<file path="src/rtl/dct_pkg.sv">
package dct_pkg;
  typedef enum logic {
    PH_LOW    = 1'b0,
    PH_PERIOD = 1'b1
  } phase_e;
  localparam int SYNC_STAGES_DEF = 2;
endpackage

</file>
<file path="src/rtl/dct_edge_sync.sv">
module dct_edge_sync #(
  parameter int STAGES = 2
) (
  input  logic clk_i,
  input  logic rst_ni,
  input  logic pin_i,
  output logic rise_o,
  output logic fall_o
);
  logic [STAGES-1:0] sync_q;
  logic              last_q;
  logic              level;

  always_ff @(posedge clk_i or negedge rst_ni) begin
    if (!rst_ni) begin
      sync_q <= '0;
      last_q <= 1'b0;
    end else begin
      sync_q <= {sync_q[STAGES-2:0], pin_i};
      last_q <= sync_q[STAGES-1];
    end
  end

  assign level  = sync_q[STAGES-1];
  assign rise_o = level & ~last_q;
  assign fall_o = ~level & last_q;

  p_single_rise_r2: assert property (@(posedge clk_i) disable iff (!rst_ni)
    rise_o |=> !rise_o);
  p_single_fall_r2: assert property (@(posedge clk_i) disable iff (!rst_ni)
    fall_o |=> !fall_o);
endmodule

</file>
<file path="src/rtl/dct_prescale.sv">
module dct_prescale #(
  parameter int SEL_W = 3
) (
  input  logic             clk_i,
  input  logic             rst_ni,
  input  logic             run_i,
  input  logic             clr_i,
  input  logic [SEL_W-1:0] sel_i,
  output logic             tick_o
);
  localparam int DIV_W = (1 << SEL_W) - 1;

  logic [DIV_W-1:0] div_q;
  logic [DIV_W-1:0] mask;

  assign mask   = ~({DIV_W{1'b1}} << sel_i);
  assign tick_o = run_i && ((div_q & mask) == mask);

  always_ff @(posedge clk_i or negedge rst_ni) begin
    if (!rst_ni)               div_q <= '0;
    else if (!run_i || clr_i)  div_q <= '0;
    else                       div_q <= div_q + 1'b1;
  end

  p_div1_every_clk_r10: assert property (@(posedge clk_i) disable iff (!rst_ni)
    (run_i && sel_i == '0) |-> tick_o);
  p_restart_no_tick_r10: assert property (@(posedge clk_i) disable iff (!rst_ni)
    (clr_i && run_i && sel_i != '0) |=> !tick_o);
endmodule

</file>
<file path="src/rtl/dct_capture_core.sv">
module dct_capture_core
  import dct_pkg::*;
#(
  parameter int CNT_W = 16
) (
  input  logic             clk_i,
  input  logic             rst_ni,
  input  logic             run_i,
  input  logic             oneshot_i,
  input  logic             gate_en_i,
  input  logic             reload_en_i,
  input  logic             pol_i,
  input  logic             irq_en_i,
  input  logic             tick_i,
  input  logic             rise_i,
  input  logic             fall_i,
  input  logic [CNT_W-1:0] reload_val_i,
  output logic             load_o,
  output logic [CNT_W-1:0] capture_o,
  output logic             phase_o,
  output logic             irq_o,
  output logic             ovf_o
);
  logic             armed_q;
  logic [CNT_W-1:0] cnt_q;
  logic [CNT_W-1:0] cap_q;
  phase_e           phase_q;
  logic             irq_q, ovf_q;
  logic             pol_edge, np_edge, active, start, cap_evt, do_load, wrap;

  assign pol_edge = pol_i ? fall_i : rise_i;
  assign np_edge  = pol_i ? rise_i : fall_i;
  assign active   = run_i && (armed_q || !oneshot_i);
  assign start    = run_i && oneshot_i && !armed_q && pol_edge;
  assign cap_evt  = (active && (pol_edge || np_edge)) || start;
  // gating masks the reload on the non-polarity edge
  assign do_load  = cap_evt && reload_en_i && (pol_edge || !gate_en_i);
  assign wrap     = active && tick_i && !do_load && (cnt_q == {CNT_W{1'b1}});

  always_ff @(posedge clk_i or negedge rst_ni) begin
    if (!rst_ni) begin
      armed_q <= 1'b0;
      cnt_q   <= '0;
      cap_q   <= '0;
      phase_q <= PH_LOW;
      irq_q   <= 1'b0;
      ovf_q   <= 1'b0;
    end else begin
      if (!run_i)     armed_q <= 1'b0;
      else if (start) armed_q <= 1'b1;

      if (do_load)                cnt_q <= reload_val_i;
      else if (active && tick_i)  cnt_q <= cnt_q + 1'b1;

      if (cap_evt) begin
        cap_q   <= cnt_q;
        phase_q <= pol_edge ? PH_PERIOD : PH_LOW;
      end
      irq_q <= cap_evt && irq_en_i;

      if (cap_evt && pol_edge) ovf_q <= 1'b0;
      else if (wrap)           ovf_q <= 1'b1;
    end
  end

  assign load_o    = do_load;
  assign capture_o = cap_q;
  assign phase_o   = phase_q;
  assign irq_o     = irq_q;
  assign ovf_o     = ovf_q;

  p_reload_value_r3: assert property (@(posedge clk_i) disable iff (!rst_ni)
    do_load |=> (cnt_q == $past(reload_val_i)));
  p_gate_no_reload_r6: assert property (@(posedge clk_i) disable iff (!rst_ni)
    (gate_en_i && np_edge && active && tick_i && cnt_q != {CNT_W{1'b1}}) |=> (cnt_q == $past(cnt_q) + 1'b1));
  p_unarmed_ignore_r5: assert property (@(posedge clk_i) disable iff (!rst_ni)
    (run_i && oneshot_i && !armed_q && np_edge) |=> ($stable(cap_q) && !irq_q));
  p_hold_stopped_r12: assert property (@(posedge clk_i) disable iff (!rst_ni)
    (!run_i) |=> $stable(cnt_q));
  p_ovf_set_r11: assert property (@(posedge clk_i) disable iff (!rst_ni)
    (wrap && !(cap_evt && pol_edge)) |=> ovf_q);
  p_ovf_clear_r11: assert property (@(posedge clk_i) disable iff (!rst_ni)
    (cap_evt && pol_edge) |=> !ovf_q);
endmodule

</file>
<file path="src/rtl/duty_capture_timer.sv">
module duty_capture_timer
  import dct_pkg::*;
#(
  parameter int CNT_W       = 16,
  parameter int SEL_W       = 3,
  parameter int SYNC_STAGES = SYNC_STAGES_DEF
) (
  input  logic             clk_i,
  input  logic             rst_ni,
  input  logic             pin_i,
  input  logic [SEL_W-1:0] presc_sel_i,
  input  logic             pol_i,
  input  logic             oneshot_i,
  input  logic             gate_en_i,
  input  logic             reload_en_i,
  input  logic             run_i,
  input  logic             irq_en_i,
  input  logic [CNT_W-1:0] reload_val_i,
  output logic [CNT_W-1:0] capture_o,
  output logic             phase_o,
  output logic             irq_o,
  output logic             ovf_o
);
  logic rise, fall, tick, load;

  dct_edge_sync #(.STAGES(SYNC_STAGES)) u_sync (
    .clk_i  (clk_i),
    .rst_ni (rst_ni),
    .pin_i  (pin_i),
    .rise_o (rise),
    .fall_o (fall)
  );

  dct_prescale #(.SEL_W(SEL_W)) u_presc (
    .clk_i  (clk_i),
    .rst_ni (rst_ni),
    .run_i  (run_i),
    .clr_i  (load),
    .sel_i  (presc_sel_i),
    .tick_o (tick)
  );

  dct_capture_core #(.CNT_W(CNT_W)) u_core (
    .clk_i        (clk_i),
    .rst_ni       (rst_ni),
    .run_i        (run_i),
    .oneshot_i    (oneshot_i),
    .gate_en_i    (gate_en_i),
    .reload_en_i  (reload_en_i),
    .pol_i        (pol_i),
    .irq_en_i     (irq_en_i),
    .tick_i       (tick),
    .rise_i       (rise),
    .fall_i       (fall),
    .reload_val_i (reload_val_i),
    .load_o       (load),
    .capture_o    (capture_o),
    .phase_o      (phase_o),
    .irq_o        (irq_o),
    .ovf_o        (ovf_o)
  );

  p_irq_needs_enable_r9: assert property (@(posedge clk_i) disable iff (!rst_ni)
    irq_o |-> $past(irq_en_i));
  p_irq_one_cycle_r9: assert property (@(posedge clk_i) disable iff (!rst_ni)
    (irq_o && !rise && !fall) |=> !irq_o);
endmodule

</file>
<file path="config.mk">
export PLATFORM = sky130hd
export DESIGN_NAME = duty_capture_timer
export DESIGN_NICKNAME = d
export VERILOG_FILES = /design/src/rtl/dct_pkg.sv /design/src/rtl/dct_edge_sync.sv /design/src/rtl/dct_prescale.sv /design/src/rtl/dct_capture_core.sv /design/src/rtl/duty_capture_timer.sv
export SDC_FILE = /design/constraint.sdc
export NUM_CORES = 1
export LEC_CHECK = 0
export BUFFER_PORTS_ARGS = -buffer_cell sky130_fd_sc_hd__buf_2
export CAP_MARGIN = 20
export CORE_MARGIN = 4
export CORE_UTILIZATION = 35
export DETAILED_ROUTE_END_ITERATION = 10
export PLACE_DENSITY_LB_ADDON = 0.25
export SKIP_LAST_GASP = 1
export SYNTH_ARGS = -nofsm -noshare
export SYNTH_HDL_FRONTEND = slang
export SYNTH_SLANG_ARGS = --single-unit
export TNS_END_PERCENT = 20
</file>
<file path="constraint.sdc">
create_clock -name clk_i -period 2 [get_ports clk_i]
set_clock_uncertainty 0.05 [all_clocks]
set_input_delay 0.2 -clock clk_i [delete_from_list [all_inputs] [get_ports clk_i]]
set_output_delay 0.2 -clock clk_i [all_outputs]
set_load 0.01 [all_outputs]
</file>
# Yosys cells after proc, flatten, opt, wreduce, memory -nomap -nowiden
# Index checks and enable logic that the tools add are counted.
# word_totals
output_inout_bits	19
ff_bits	46
# op_classes
shifts	1
n_eq_ne	3
bitwise	6
n_mux	10
n_addsub	2
reduce_logical	25
# ops
operator	count
16-bit 2-to-1 mux	2
16-bit by 1-bit adder with 16-bit output (second input constant)	1
16-bit equality test (second input constant)	1
1-bit logical AND	13
7-bit by 1-bit adder with 7-bit output (second input constant)	1
7-bit bitwise AND	1
7-bit equality test	1
1-bit 2-to-1 mux	7
7-bit 2-to-1 mux	1
7-bit NOT	1
7-bit by 3-bit left shift with 7-bit output (first input constant)	1
1-bit logical NOT	5
1-bit logical OR	5
2-bit nonzero test	2
1-bit bitwise AND	2
2-bit by 1-bit != test with 1-bit output (second input constant)	1
1-bit NOT	2

# Depth between registers and ports, before layout
# logic_depth
word_depth	13
ltp_mapped	7

# By module
# A second synthesis with hierarchy kept.
# hier_totals
hier_cells	192
area_unflattened_um2	2170.8
# modules_own_cells
module	area_per_inst_um2	n_inst	seq_area_each_um2	cells_each
dct_capture_core	1731.7	1	900.9	148
dct_prescale	349.1	1	175.2	39
dct_edge_sync	90.1	1	75.1	5

# Least setup slack after synthesis
# Ideal clock, no wire load.
# synth_path
kind	reg2reg
startpoint	register u_sync.last_q
endpoint	register u_core.cnt_q[15]
t_arrival_ns	1.614
synth_period_minus_slack_ns	1.793
path_slack_ns	0.207
path_stages_with_launch	7
required_time_ns	1.821
path_buffers	1
setup_ns	0.129
path_cell_list	dfrtp_1 > or3b_2 > a31oi_4 > nand2_2 > buf_2 > o211ai_1 > nand3_1
# synth_between
elab_chain_cells	9
word_cells_on_any_way	14
classes_between	mux: 3; bitwise: 3; reduce/logical: 8
# synth_lines
item	line	rtl
start, declared	dct_edge_sync.sv:11	logic last_q;
start signal, assigned	dct_edge_sync.sv:20	last_q <= sync_q[STAGES-1];
1-bit NOT	dct_edge_sync.sv:25	assign rise_o = level & ~last_q;
1-bit bitwise AND	dct_edge_sync.sv:25	
1-bit 2-to-1 mux, on equally long branches	dct_capture_core.sv:31, dct_capture_core.sv:32	
1-bit logical OR	dct_capture_core.sv:35	assign cap_evt = (active && (pol_edge || np_edge)) || start;
1-bit logical AND	dct_capture_core.sv:35	
1-bit logical OR	dct_capture_core.sv:35	
1-bit logical AND	dct_capture_core.sv:37	assign do_load = cap_evt && reload_en_i && (pol_edge || !gate_en_i);
1-bit logical AND (*)	dct_capture_core.sv:37	
16-bit 2-to-1 mux or 2-bit nonzero test (tied branches)	-	
end signal, assigned	dct_capture_core.sv:52	if (do_load) cnt_q <= reload_val_i;
end signal, assigned	dct_capture_core.sv:53	else if (active && tick_i) cnt_q <= cnt_q + 1'b1;
end, declared	dct_capture_core.sv:25	logic [CNT_W-1:0] cnt_q;
# Every way passes the cells marked *; elsewhere a longest branch is shown, timed or not.
# A chain may end at the register's enable or synchronous reset.

# Worst setup path after layout
# layout_path
startpoint	register u_sync.last_q
endpoint	register u_core.cnt_q[14]
# The elaborated chain is that of the path after synthesis.

==> run metrics <==
status=finished clean; Hold Path Depth=3; Max-Slew Margin vs Limit=0.715; worst-path fanout max=10; P_sw=916 uW; Main synth FF type=dfrtp_1; FF+latch count, synth=46; Syn Area/Cell=about 9.0 sq um; Pint=1840 uW; largest family of logic cells by synthesized area=simple AND/OR/NAND/NOR gates; fin util=0.447; placed cell count=between 300 and 400; routed vias/inst=5.33; minimum clock period=1.97 ns; # setup viols final=0; worst min path class=in2reg; Cells after Synth=259; RD Place Congestion=0.850; Power Density=959 mW/mm^2; Seq pwr share=0.478; Critical Path RT=2.13 ns; post-synthesis adder-cell area fraction=0.0107; post-synthesis simple-gate area fraction=0.289; antenna cell count=0; Placed Area=~0.0027 sq mm; met3 routed WL=309 microns; Horiz. Die Dim=89.6 microns; Area growth syn-to-layout=23.3%; Max Fclk=0.507 GHz; Iteration-0 DRC Markers=roughly 140; fin cells=398; routed length per instance=14.8 microns; Core Region=about 0.0064 sq mm; DIE AREA=0.00803 sq mm; static leakage=0.00134 uW; FF-to-FF path depth=7; mux share of post-synthesis cell area=0; crit start category=register; input/output buffers=between 40 and 50; Max Cap Viol=0; clock root cell=clkbuf_8; XOR/XNOR share of the synthesized area=0.0263; final instance area=0.00287 sq mm; max-slew violations=0; share of cells above drive strength 1=0.249; EDFF count, synth=0; Slew @ Worst Pin=0.428 ns; Synth area leaders=dfrtp_1 (49%), nand2_1 (9.8%), nand3_1 (3.0%); Crit Path Class=reg2reg; post-synth top area cell=dfrtp_1; Die Y=89.6 microns; Mapped Area=0.00233 sq mm; number of buffers created by CTS=5; CTS Sinks=46; Synth async-reset ratio=1.00; clock share of power=0.255; total I/O pin count=47; Seq/Total Area, Yosys=0.494; post-detail-place hpwl=4.54 mm; initial antenna violation count=0; Logic pwr share=0.267; Switching Share=0.333; largest net degree at the start of global routing=24; Peak supply drop=370 uV; Antenna Nets Post-Route=0; clk buf depth=2; post-synthesis cell type count=45; Final Cycle Share=0.987; number of global-route vias before repair=2036; TritonCTS clock tree=yes; DRT met1 WL=approximately 2.7 mm; Clock Latency Late Sink=0.30 ns; first-pass GRT wire length=between 9 and 10 mm; compound-gate portion of the synthesized area=0.142; top-area cell type share of the netlist area=0.494; htree depth=2; row cnt=29; top sig layer=met4; final WL=~6 mm; CP endpoint kind=register; GR Overflow Total=0; Critical Path AT=2.11 ns; metal2 WL=around 2.8 mm; DRT Pass-1 Iters=4; post-CTS setup buffers=0; Yosys warnings=0; Commonest cells post-synth=nand2_1 (61), dfrtp_1 (46), nor2_1 (15); top-count cell post-synth=nand2_1; CTS clock-pin slew for the worst setup and hold paths=0.09 ns; DRC=0; Tot GR Track Use=0.155; Starting Density=0.363; Mapped Nets=about 290; Final Hold Vio Count=0; Layout Nets=350; RSZ-0062 raised after global routing=true; vias=approximately 2100
placed cells by master, fill, tap and decap left out, types with 4 or more instances in the layout:
master / count
a21oi_1: 4
or4_1: 8
nor3_1: 4
and3_1: 4
or3_1: 5
o31ai_1: 4
o21ai_0: 8
buf_2: 46
dfrtp_1: 46
inv_1: 7
clkbuf_8: 5
o211ai_1: 6
xor2_1: 5
nor2_1: 15
nand4_1: 9
a31oi_1: 11
buf_4: 19
nand3_1: 14
nand2_1: 61
state kept, by name (all words and copies together) (netlist names):
name / count
u_core.capture_o: 16
u_sync.sync_q: 2
u_core.cnt_q: 16
u_core.armed_q: 1
u_core.phase_o: 1
u_core.irq_o: 1
u_core.ovf_o: 1
u_presc.div_q: 7
u_sync.last_q: 1
metrics by stage:
| step | setup TNS, ns | setup slack, ns | hold slack, ns | power (uW) |
|---|---|---|---|---|
| 6_report | 0 | 0.0264 | 0.0524 | 2750 |
| 5_1_grt | -0.361 | -0.0672 | 0.0388 | 2940 |
| 4_1_cts | 0 | 0.0261 | 0.0432 | 2790 |
| 3_5_place_dp | 0 | 0.0405 | 0.121 | 2080 |
| 3_3_place_gp | 0 | 0.0677 | 0.119 | 2060 |
| 2_1_floorplan | 0 | 0.207 | -0.146 | 1720 |
critical path, cell delays in order (launching register included):
cell and delay (ns):
dfrtp_1 0.43, or3b_2 0.53, a31oi_4 0.20, buf_4 0.16, and2_4 0.20, buf_4 0.13, or3_1 0.09, o211ai_1 0.07
cell families after synthesis:
group / Yosys count
compound gates: 47
flops: 46
simple gates: 137
xor+xnor: 7
buf+inv: 20
fa+ha+maj: 2
power groups by stage:
stage                     registers, uW  clock network (uW)  logic [uW]
after floorplan                    1360                   0         363
after global routing               1350                 758         832
final                              1320                 701         735
after detailed placement           1340                   0         739
after global placement             1330                   0         728
after CTS                          1320                 724         744
timing repair:
item	4_1_cts	5_1_grt
hold buffers	2	0
resized for setup	0	0
setup endpoints to repair	0	12
hold endpoints to repair	19	0
metal layers:
metal,track usage,vias up
li1,-,1047
met4,0.0501,0
met2,0.245,50
met3,0.0392,8
met5,0,-
met1,0.207,1017
cell type report:
type	instances	area, sq um
fillers	634	3550
inverters	7	26.3
clock inverters	3	45.0
multi-input cells	193	1090
repair buffers	67	393
well taps	77	96.3
flip-flops and latches	46	1150
clock buffers	5	68.8
path summary, 6_finish.rpt:
path / slack (ns) / end / startpoint
worst max-delay path: 0.03 / u_core.cnt_q[14] / u_sync.last_q
worst min-delay path: 0.05 / u_core.cnt_q[5] / reload_val_i[5]
worst max register to register: 0.03 / u_core.cnt_q[14] / u_sync.last_q
worst min register to register: 0.31 / u_sync.sync_q[1] / u_sync.sync_q[0]
max in group asynchronous: 1.00 / u_core.cnt_q[1] / rst_ni
min in group asynchronous: 0.31 / u_sync.sync_q[1] / rst_ni
Power figures use the tool's default switching activity.
